$ cat config.mk
export PLATFORM = sky130hd
export DESIGN_NAME = glitchfree_clk_gate
export DESIGN_NICKNAME = d
export VERILOG_FILES = /design/src/rtl/ogate_pkg.sv /design/src/rtl/ogate_sync.sv /design/src/rtl/ogate_pd_filter.sv /design/src/rtl/ogate_startup.sv /design/src/rtl/ogate_cell.sv /design/src/rtl/glitchfree_clk_gate.sv
export SDC_FILE = /design/constraint.sdc
export NUM_CORES = 1
export LEC_CHECK = 0
export BUFFER_PORTS_ARGS = -buffer_cell sky130_fd_sc_hd__buf_2
export CAP_MARGIN = 10
export CORE_MARGIN = 2
export CORE_UTILIZATION = 30
export DETAILED_ROUTE_END_ITERATION = 8
export PLACE_DENSITY_LB_ADDON = 0.1
export SKIP_CTS_REPAIR_TIMING = 1
export SYNTH_ARGS = -nofsm -noshare
export SYNTH_HDL_FRONTEND = slang
export SYNTH_HIERARCHICAL = 1
export SYNTH_SLANG_ARGS = --single-unit
export TNS_END_PERCENT = 10
$ cat constraint.sdc
create_clock -name src_clk -period 1.85 [get_ports src_clk]
set_input_delay 0.185 -clock src_clk [delete_from_list [all_inputs] [get_ports src_clk]]
set_output_delay 0.185 -clock src_clk [all_outputs]
set_load 0.02 [all_outputs]
$ cat src/rtl/ogate_pkg.sv
package ogate_pkg;

    // Start-up sequencer mode
    typedef enum logic {
        BOOT_COUNT = 1'b0,
        BOOT_DONE  = 1'b1
    } boot_e;

    // Width needed for a counter that reaches limit-1 (at least one bit)
    function automatic int cnt_width(input int limit);
        return (limit > 1) ? $clog2(limit) : 1;
    endfunction

endpackage

$ cat src/rtl/ogate_sync.sv
module ogate_sync #(
    parameter int WIDTH  = 2,
    parameter int STAGES = 2
) (
    input  logic             clk,
    input  logic             rst_n,
    input  logic [WIDTH-1:0] async_in,
    output logic [WIDTH-1:0] sync_out
);

    typedef struct packed {
        logic [STAGES-1:0] chain;
    } sync_t;

    for (genvar b = 0; b < WIDTH; b++) begin : g_bit
        sync_t s_d, s_q;

        always_comb begin
            s_d = s_q;
            if (STAGES > 1) begin
                s_d.chain = {s_q.chain[STAGES-2:0], async_in[b]};
            end else begin
                s_d.chain = async_in[b];
            end
        end

        always_ff @(posedge clk or negedge rst_n) begin
            if (!rst_n) begin
                s_q <= '0;
            end else begin
                s_q <= s_d;
            end
        end

        assign sync_out[b] = s_q.chain[STAGES-1];
    end

endmodule

$ cat src/rtl/ogate_pd_filter.sv
module ogate_pd_filter #(
    parameter int HOLD_CYC = 502
) (
    input  logic clk,
    input  logic rst_n,
    input  logic pd_sync,
    output logic pd_act,
    output logic pd_exit
);

    localparam int CNT_W = ogate_pkg::cnt_width(HOLD_CYC);
    localparam logic [CNT_W-1:0] LAST = CNT_W'(HOLD_CYC - 1);

    typedef struct packed {
        logic [CNT_W-1:0] run_cnt;
        logic             act;
    } filt_t;

    filt_t f_d, f_q;
    logic  exit_d;

    always_comb begin
        f_d    = f_q;
        exit_d = 1'b0;
        if (pd_sync) begin
            if (!f_q.act) begin
                if (f_q.run_cnt == LAST) begin
                    f_d.act     = 1'b1;
                    f_d.run_cnt = '0;
                end else begin
                    f_d.run_cnt = f_q.run_cnt + 1'b1;
                end
            end
        end else begin
            f_d.run_cnt = '0;
            if (f_q.act) begin
                f_d.act = 1'b0;
                exit_d  = 1'b1;
            end
        end
    end

    always_ff @(posedge clk or negedge rst_n) begin
        if (!rst_n) begin
            f_q <= '0;
        end else begin
            f_q <= f_d;
        end
    end

    assign pd_act  = f_q.act;
    assign pd_exit = exit_d;

    // Acceptance only follows a high synchronized level
    AST_PD_NEEDS_LEVEL: assert property (@(posedge clk) disable iff (!rst_n)
        $rose(pd_act) |-> $past(pd_sync));

    // Release reported only when the filter was active
    AST_EXIT_FROM_ACTIVE: assert property (@(posedge clk) disable iff (!rst_n)
        pd_exit |-> pd_act);

endmodule

$ cat src/rtl/ogate_startup.sv
module ogate_startup #(
    parameter int START_CYC = 512
) (
    input  logic clk,
    input  logic rst_n,
    input  logic restart,
    output logic start_done
);

    import ogate_pkg::*;

    localparam int CNT_W = cnt_width(START_CYC);
    localparam logic [CNT_W-1:0] LAST = CNT_W'(START_CYC - 1);

    typedef struct packed {
        logic [CNT_W-1:0] cnt;
        boot_e            mode;
    } boot_t;

    boot_t b_d, b_q;

    always_comb begin
        b_d = b_q;
        if (restart) begin
            b_d.cnt  = '0;
            b_d.mode = BOOT_COUNT;
        end else if (b_q.mode == BOOT_COUNT) begin
            if (b_q.cnt == LAST) begin
                b_d.mode = BOOT_DONE;
            end else begin
                b_d.cnt = b_q.cnt + 1'b1;
            end
        end
    end

    always_ff @(posedge clk or negedge rst_n) begin
        if (!rst_n) begin
            b_q.cnt  <= '0;
            b_q.mode <= BOOT_COUNT;
        end else begin
            b_q <= b_d;
        end
    end

    assign start_done = (b_q.mode == BOOT_DONE);

    // Once complete, start-up stays complete until a restart
    AST_DONE_HOLDS: assert property (@(posedge clk) disable iff (!rst_n)
        start_done && !restart |=> start_done);

    // A restart always reopens the count
    AST_RESTART_CLEARS: assert property (@(posedge clk) disable iff (!rst_n)
        restart |=> !start_done);

endmodule

$ cat src/rtl/ogate_cell.sv
module ogate_cell (
    input  logic src_clk,
    input  logic rst_n,
    input  logic start_done,
    input  logic pd_act,
    input  logic oe_ok,
    output logic clk_out,
    output logic running
);

    typedef struct packed {
        logic open;
    } gate_t;

    gate_t g_d, g_q;

    always_comb begin
        g_d      = g_q;
        g_d.open = start_done & ~pd_act & oe_ok;
    end

    // Captured while the source is low: the gate moves only between pulses
    always_ff @(negedge src_clk or negedge rst_n) begin
        if (!rst_n) begin
            g_q <= '0;
        end else begin
            g_q <= g_d;
        end
    end

    assign clk_out = src_clk & g_q.open;
    assign running = g_q.open;

    AST_QUIET_IN_BOOT: assert property (@(posedge src_clk) disable iff (!rst_n)
        !start_done |-> !running);

    AST_QUIET_IN_PDOWN: assert property (@(posedge src_clk) disable iff (!rst_n)
        pd_act |-> !running);

    AST_QUIET_NO_OE: assert property (@(posedge src_clk) disable iff (!rst_n)
        !oe_ok |-> !running);

    AST_OPEN_STABLE_HIGH: assert property (@(negedge src_clk) disable iff (!rst_n)
        $rose(running) |-> $past(start_done));

endmodule

$ cat src/rtl/glitchfree_clk_gate.sv
module glitchfree_clk_gate #(
    parameter int START_CYC    = 512,
    parameter int DEGLITCH_CYC = 500,
    parameter int PD_PERIODS   = 2,
    parameter int SYNC_STAGES  = 2
) (
    input  logic src_clk,
    input  logic rst_n,
    input  logic oe_in,
    input  logic pd_in,
    output logic clk_out,
    output logic running
);

    localparam int PD_HOLD = PD_PERIODS + DEGLITCH_CYC;
    localparam int N_CTRL  = 2;

    logic [N_CTRL-1:0] ctrl_raw;
    logic [N_CTRL-1:0] ctrl_sync;
    logic              pd_act;
    logic              pd_exit;
    logic              start_done;

    assign ctrl_raw = {pd_in, oe_in};

    ogate_sync #(
        .WIDTH  (N_CTRL),
        .STAGES (SYNC_STAGES)
    ) u_sync (
        .clk      (src_clk),
        .rst_n    (rst_n),
        .async_in (ctrl_raw),
        .sync_out (ctrl_sync)
    );

    ogate_pd_filter #(
        .HOLD_CYC (PD_HOLD)
    ) u_pdf (
        .clk     (src_clk),
        .rst_n   (rst_n),
        .pd_sync (ctrl_sync[1]),
        .pd_act  (pd_act),
        .pd_exit (pd_exit)
    );

    ogate_startup #(
        .START_CYC (START_CYC)
    ) u_boot (
        .clk        (src_clk),
        .rst_n      (rst_n),
        .restart    (pd_exit),
        .start_done (start_done)
    );

    ogate_cell u_cell (
        .src_clk    (src_clk),
        .rst_n      (rst_n),
        .start_done (start_done),
        .pd_act     (pd_act),
        .oe_ok      (ctrl_sync[0]),
        .clk_out    (clk_out),
        .running    (running)
    );

    // Leaving an accepted power-down always reopens start-up
    AST_PDOWN_REBOOTS: assert property (@(posedge src_clk) disable iff (!rst_n)
        $fell(pd_act) |-> !start_done);

endmodule

==> results.md <==
* Worst EP required at 1.66 ns
* Fillers at between 300 and 400
* Placed inst area at 1319 um^2
* Largest net degree at the start of global routing at 25
* Status: complete, but fails checks
* Internal Power at between 800 and 900 uW
* Comb pwr share at 3.8%
* Switching Fraction at 21.82%
* Via count at 890
* TritonCTS clock tree: built
* Adder-cell share of the synthesized area at 4.111%
* GP Congestion at 0.7181
* Buf/Inv on CP at 1
* Initial antenna violation count at 0
* Synth top area cells: dfrtp_1 49%, nand2_1 5.2%, a21oi_1 4.5%, ha_1 4.1%, nand3_1 2.9%
* Total Nets Final at 144
* Post-synth top area share at 49.33%
* Area of the multi-input gates at 561.8 um^2
* Gr usage total at 11.93%
* Die Area at 4583 um^2
* Maximum VDD drop at between 0.4 and 0.5 mV
* Wire length per cell at ~12 um
* Commonest non-fill, non-tap cell in the layout: dfrtp_1
* Port Buffers at 5
* Synth-to-Final Area Change at 20.76%
* Vias per cell at 4.811
* CTS clk-pin slew, worst paths at 0.09 ns
* Reg2Reg Setup Slack at -0.01 ns
* Post-Syn Area at 1217 um^2
* Most frequent cells in the layout: 24 x dfrtp_1, 17 x nand2_1, 8 x buf_4, 8 x a21oi_1, 7 x nand3_1
* Clk_lat worst skew at 0.40 ns
* Vias in the first global route at 869
* Die width at 67.70 um
* Max Fanout on Critical Path at 2
* Dominant cell type by area after synthesis: dfrtp_1
* Worst-margin pin slew at around 0.31 ns
* CP arrival at 1.99 ns
* Design area at between 1000 and 1500 um^2
* Max_slew headroom at 79.38%
* Drt pass-1 iters at 4
* Final wirelength at 2.246 mm
* Ports at 6
* Compound-Gate Fraction of Synth Area at 13.05%
* Setup violators final at 4
* Post-route ant nets at 0
* Synthesized instance count at roughly 120
* Max incr delay on CP at 0.42 ns
* Failing checks: negative setup slack
* Power density over cell area at 749.7 nW/um^2
* GRT Residual Overflow at 0
* Hold Vio Cnt, Final at 0
* Lkg Pwr at 0.0006329 uW
* Critical path endpoint category: primary output
* Worst path cell trace: and2_4 > buf_6
* Initial Util at 30.88%
* Crit path max-delay cell type: dfrtn_1
* RSZ-0062 raised after global routing: true
* Clock network power share at 44.9%
* Global-route wire length before repair at 3.857 mm
* # diodes at 0
* Ys Warns at 6
* Mux cell area share after synthesis at 2.467%
* Synth Area in Simple Gates at 21.89%
* Initial DRC count at 11
* Setup slack after layout at -0.3251 ns
* Number of synthesized register bits at 25
* Total Negative Setup Slacks at -0.5777 ns
* Xor/xnor cell area share of the yosys netlist at 2.158%
* Core area at 3943 um^2
* Sequential share of power at 51.2%
* Syn Nets at 126
* Critical path's top delay family: flip-flops
* Die Height at 67.70 um
* # DRC at 0
* Post-layout power at around 1100 uW
* Cell variety after synth at 34
* Seq/Total Area, Yosys at between 50% and 60%
* Setup CP Type: flip-flop to primary output
* Crit path launch type: flip-flop
* Layout cells sized above 1 at a little over a quarter
* Register area at 625.6 um^2
* DPL Wire Length at between 1.5 and 2 mm
* Min-delay worst type: flip-flop to flip-flop
* Hold slack at between 0.3 and 0.4 ns
* Slew Limit Fails at 0
* Max_cap viols at 0
* Synth Area per Inst at slightly above 10 um^2
* Clk_skew at 0.02416 ns
* Num rows at 23
* Net switching power figure at 240.5 uW
* Main combinational cell family by area after synthesis: simple AND/OR/NAND/NOR gates
-- state kept, by name, indices dropped and copies added, names as in the netlist --
register,flops
u_sync/g_bit.s_q,4
u_boot/b_q,9
u_pdf/pd_act,1
u_pdf/f_q,9
u_cell/running,1
u_boot/start_done,1
-- worst reg2reg max path: stages, from the launching register on --
cell     delay [ns]
dfrtp_1        0.41
ha_2           0.19
nand3_1        0.07
nor2_1         0.04
ha_2           0.17
or2_4          0.28
or4_4          0.49
a21oi_2        0.13
-- Yosys cell counts --
cell	number
a21oi_1	11
a21oi_2	1
a31oi_1	4
a41oi_1	1
and2_1	2
and3_2	1
and3b_1	1
and4_2	1
and4_4	1
and4b_4	1
buf_4	3
buf_6	2
clkbuf_1	1
dfrtn_1	1
dfrtp_1	24
ha_1	4
inv_1	3
mux2i_1	3
nand2_1	17
nand3_1	7
nand4_1	2
nor2_1	5
nor2b_1	2
nor3b_1	1
o21ai_0	3
o21ba_2	1
o22ai_1	1
o31ai_1	4
or2_4	1
or2b_1	1
or3_1	1
or4_1	4
xnor2_1	2
xor2_1	1
-- logic make-up (layout without fill, tap and decap cells) --
| group | Yosys count | count (layout) |
|---|---|---|
| xor gates and xnor gates | 3 | 3 |
| buffers and inverters | 9 | 26 |
| and+or+nand+nor | 48 | 48 |
| AOI/OAI and AO/OA | 26 | 26 |
| DFF | 25 | 25 |
| muxes | 3 | 3 |
| adders and majority gates | 4 | 4 |
-- final timing paths --
kind	startpoint	end	cells after the start
min in group asynchronous	rst_n	u_pdf/f_q[5]$_DFFE_PN0P_	3
worst max-delay path	u_cell/running$_DFF_NN0_	clk_out	2
worst min register to register	u_sync/g_bit[1].s_q[0]$_DFF_PN0_	u_sync/g_bit[1].s_q[1]$_DFF_PN0_	0
max in group asynchronous	rst_n	u_cell/running$_DFF_NN0_	2
worst min-delay path	u_sync/g_bit[1].s_q[0]$_DFF_PN0_	u_sync/g_bit[1].s_q[1]$_DFF_PN0_	0
worst max register to register	u_boot/b_q[2]$_DFFE_PN0P_	u_boot/b_q[6]$_DFFE_PN0P_	7
-- per-stage QoR --
step / worst slack (ns) / std cells / util (%)
global route: -0.3632 / 185 / 37.29
global placement: 0.03188 / 175 / 33.45
CTS: -0.3614 / 182 / 35.67
detailed placement: -0.01982 / 175 / 33.45
floorplan: -0.01166 / 118 / -
finish: -0.3251 / 185 / 37.29
-- routing by layer --
layer  track usage (%)  wire (um)  up-vias
li1                  -          -      451
met1             16.34       1168      421
met2             15.56        968       12
met3             3.167         50        6
met4             9.439         59        0
met5                 0          0        -
-- power by group through the flow --
| stage | Combinational [uW] | Sequential, uW | Clock, uW |
|---|---|---|---|
| 6_report | 42.3 | 565 | 495 |
| 3_3_place_gp | 38.4 | 575 | 0.00163 |
| 5_1_grt | 49.9 | 566 | 551 |
| 3_5_place_dp | 39.3 | 575 | 0.00163 |
| 2_1_floorplan | 23.6 | 573 | 0.00162 |
| 4_1_cts | 39.5 | 565 | 518 |
-- cell type report --
| type | count | area share, % |
|---|---|---|
| clock buffers | 7 | 6.383 |
| clock inverters | 1 | 0.3404 |
| inverters | 3 | 0.7660 |
| multi-input cells | 84 | 38.21 |
| flip-flops and latches | 25 | 42.55 |
| well taps | 50 | 4.255 |
| repair buffers | 15 | 7.489 |
Note: power is estimated with default switching activity, not from simulation.
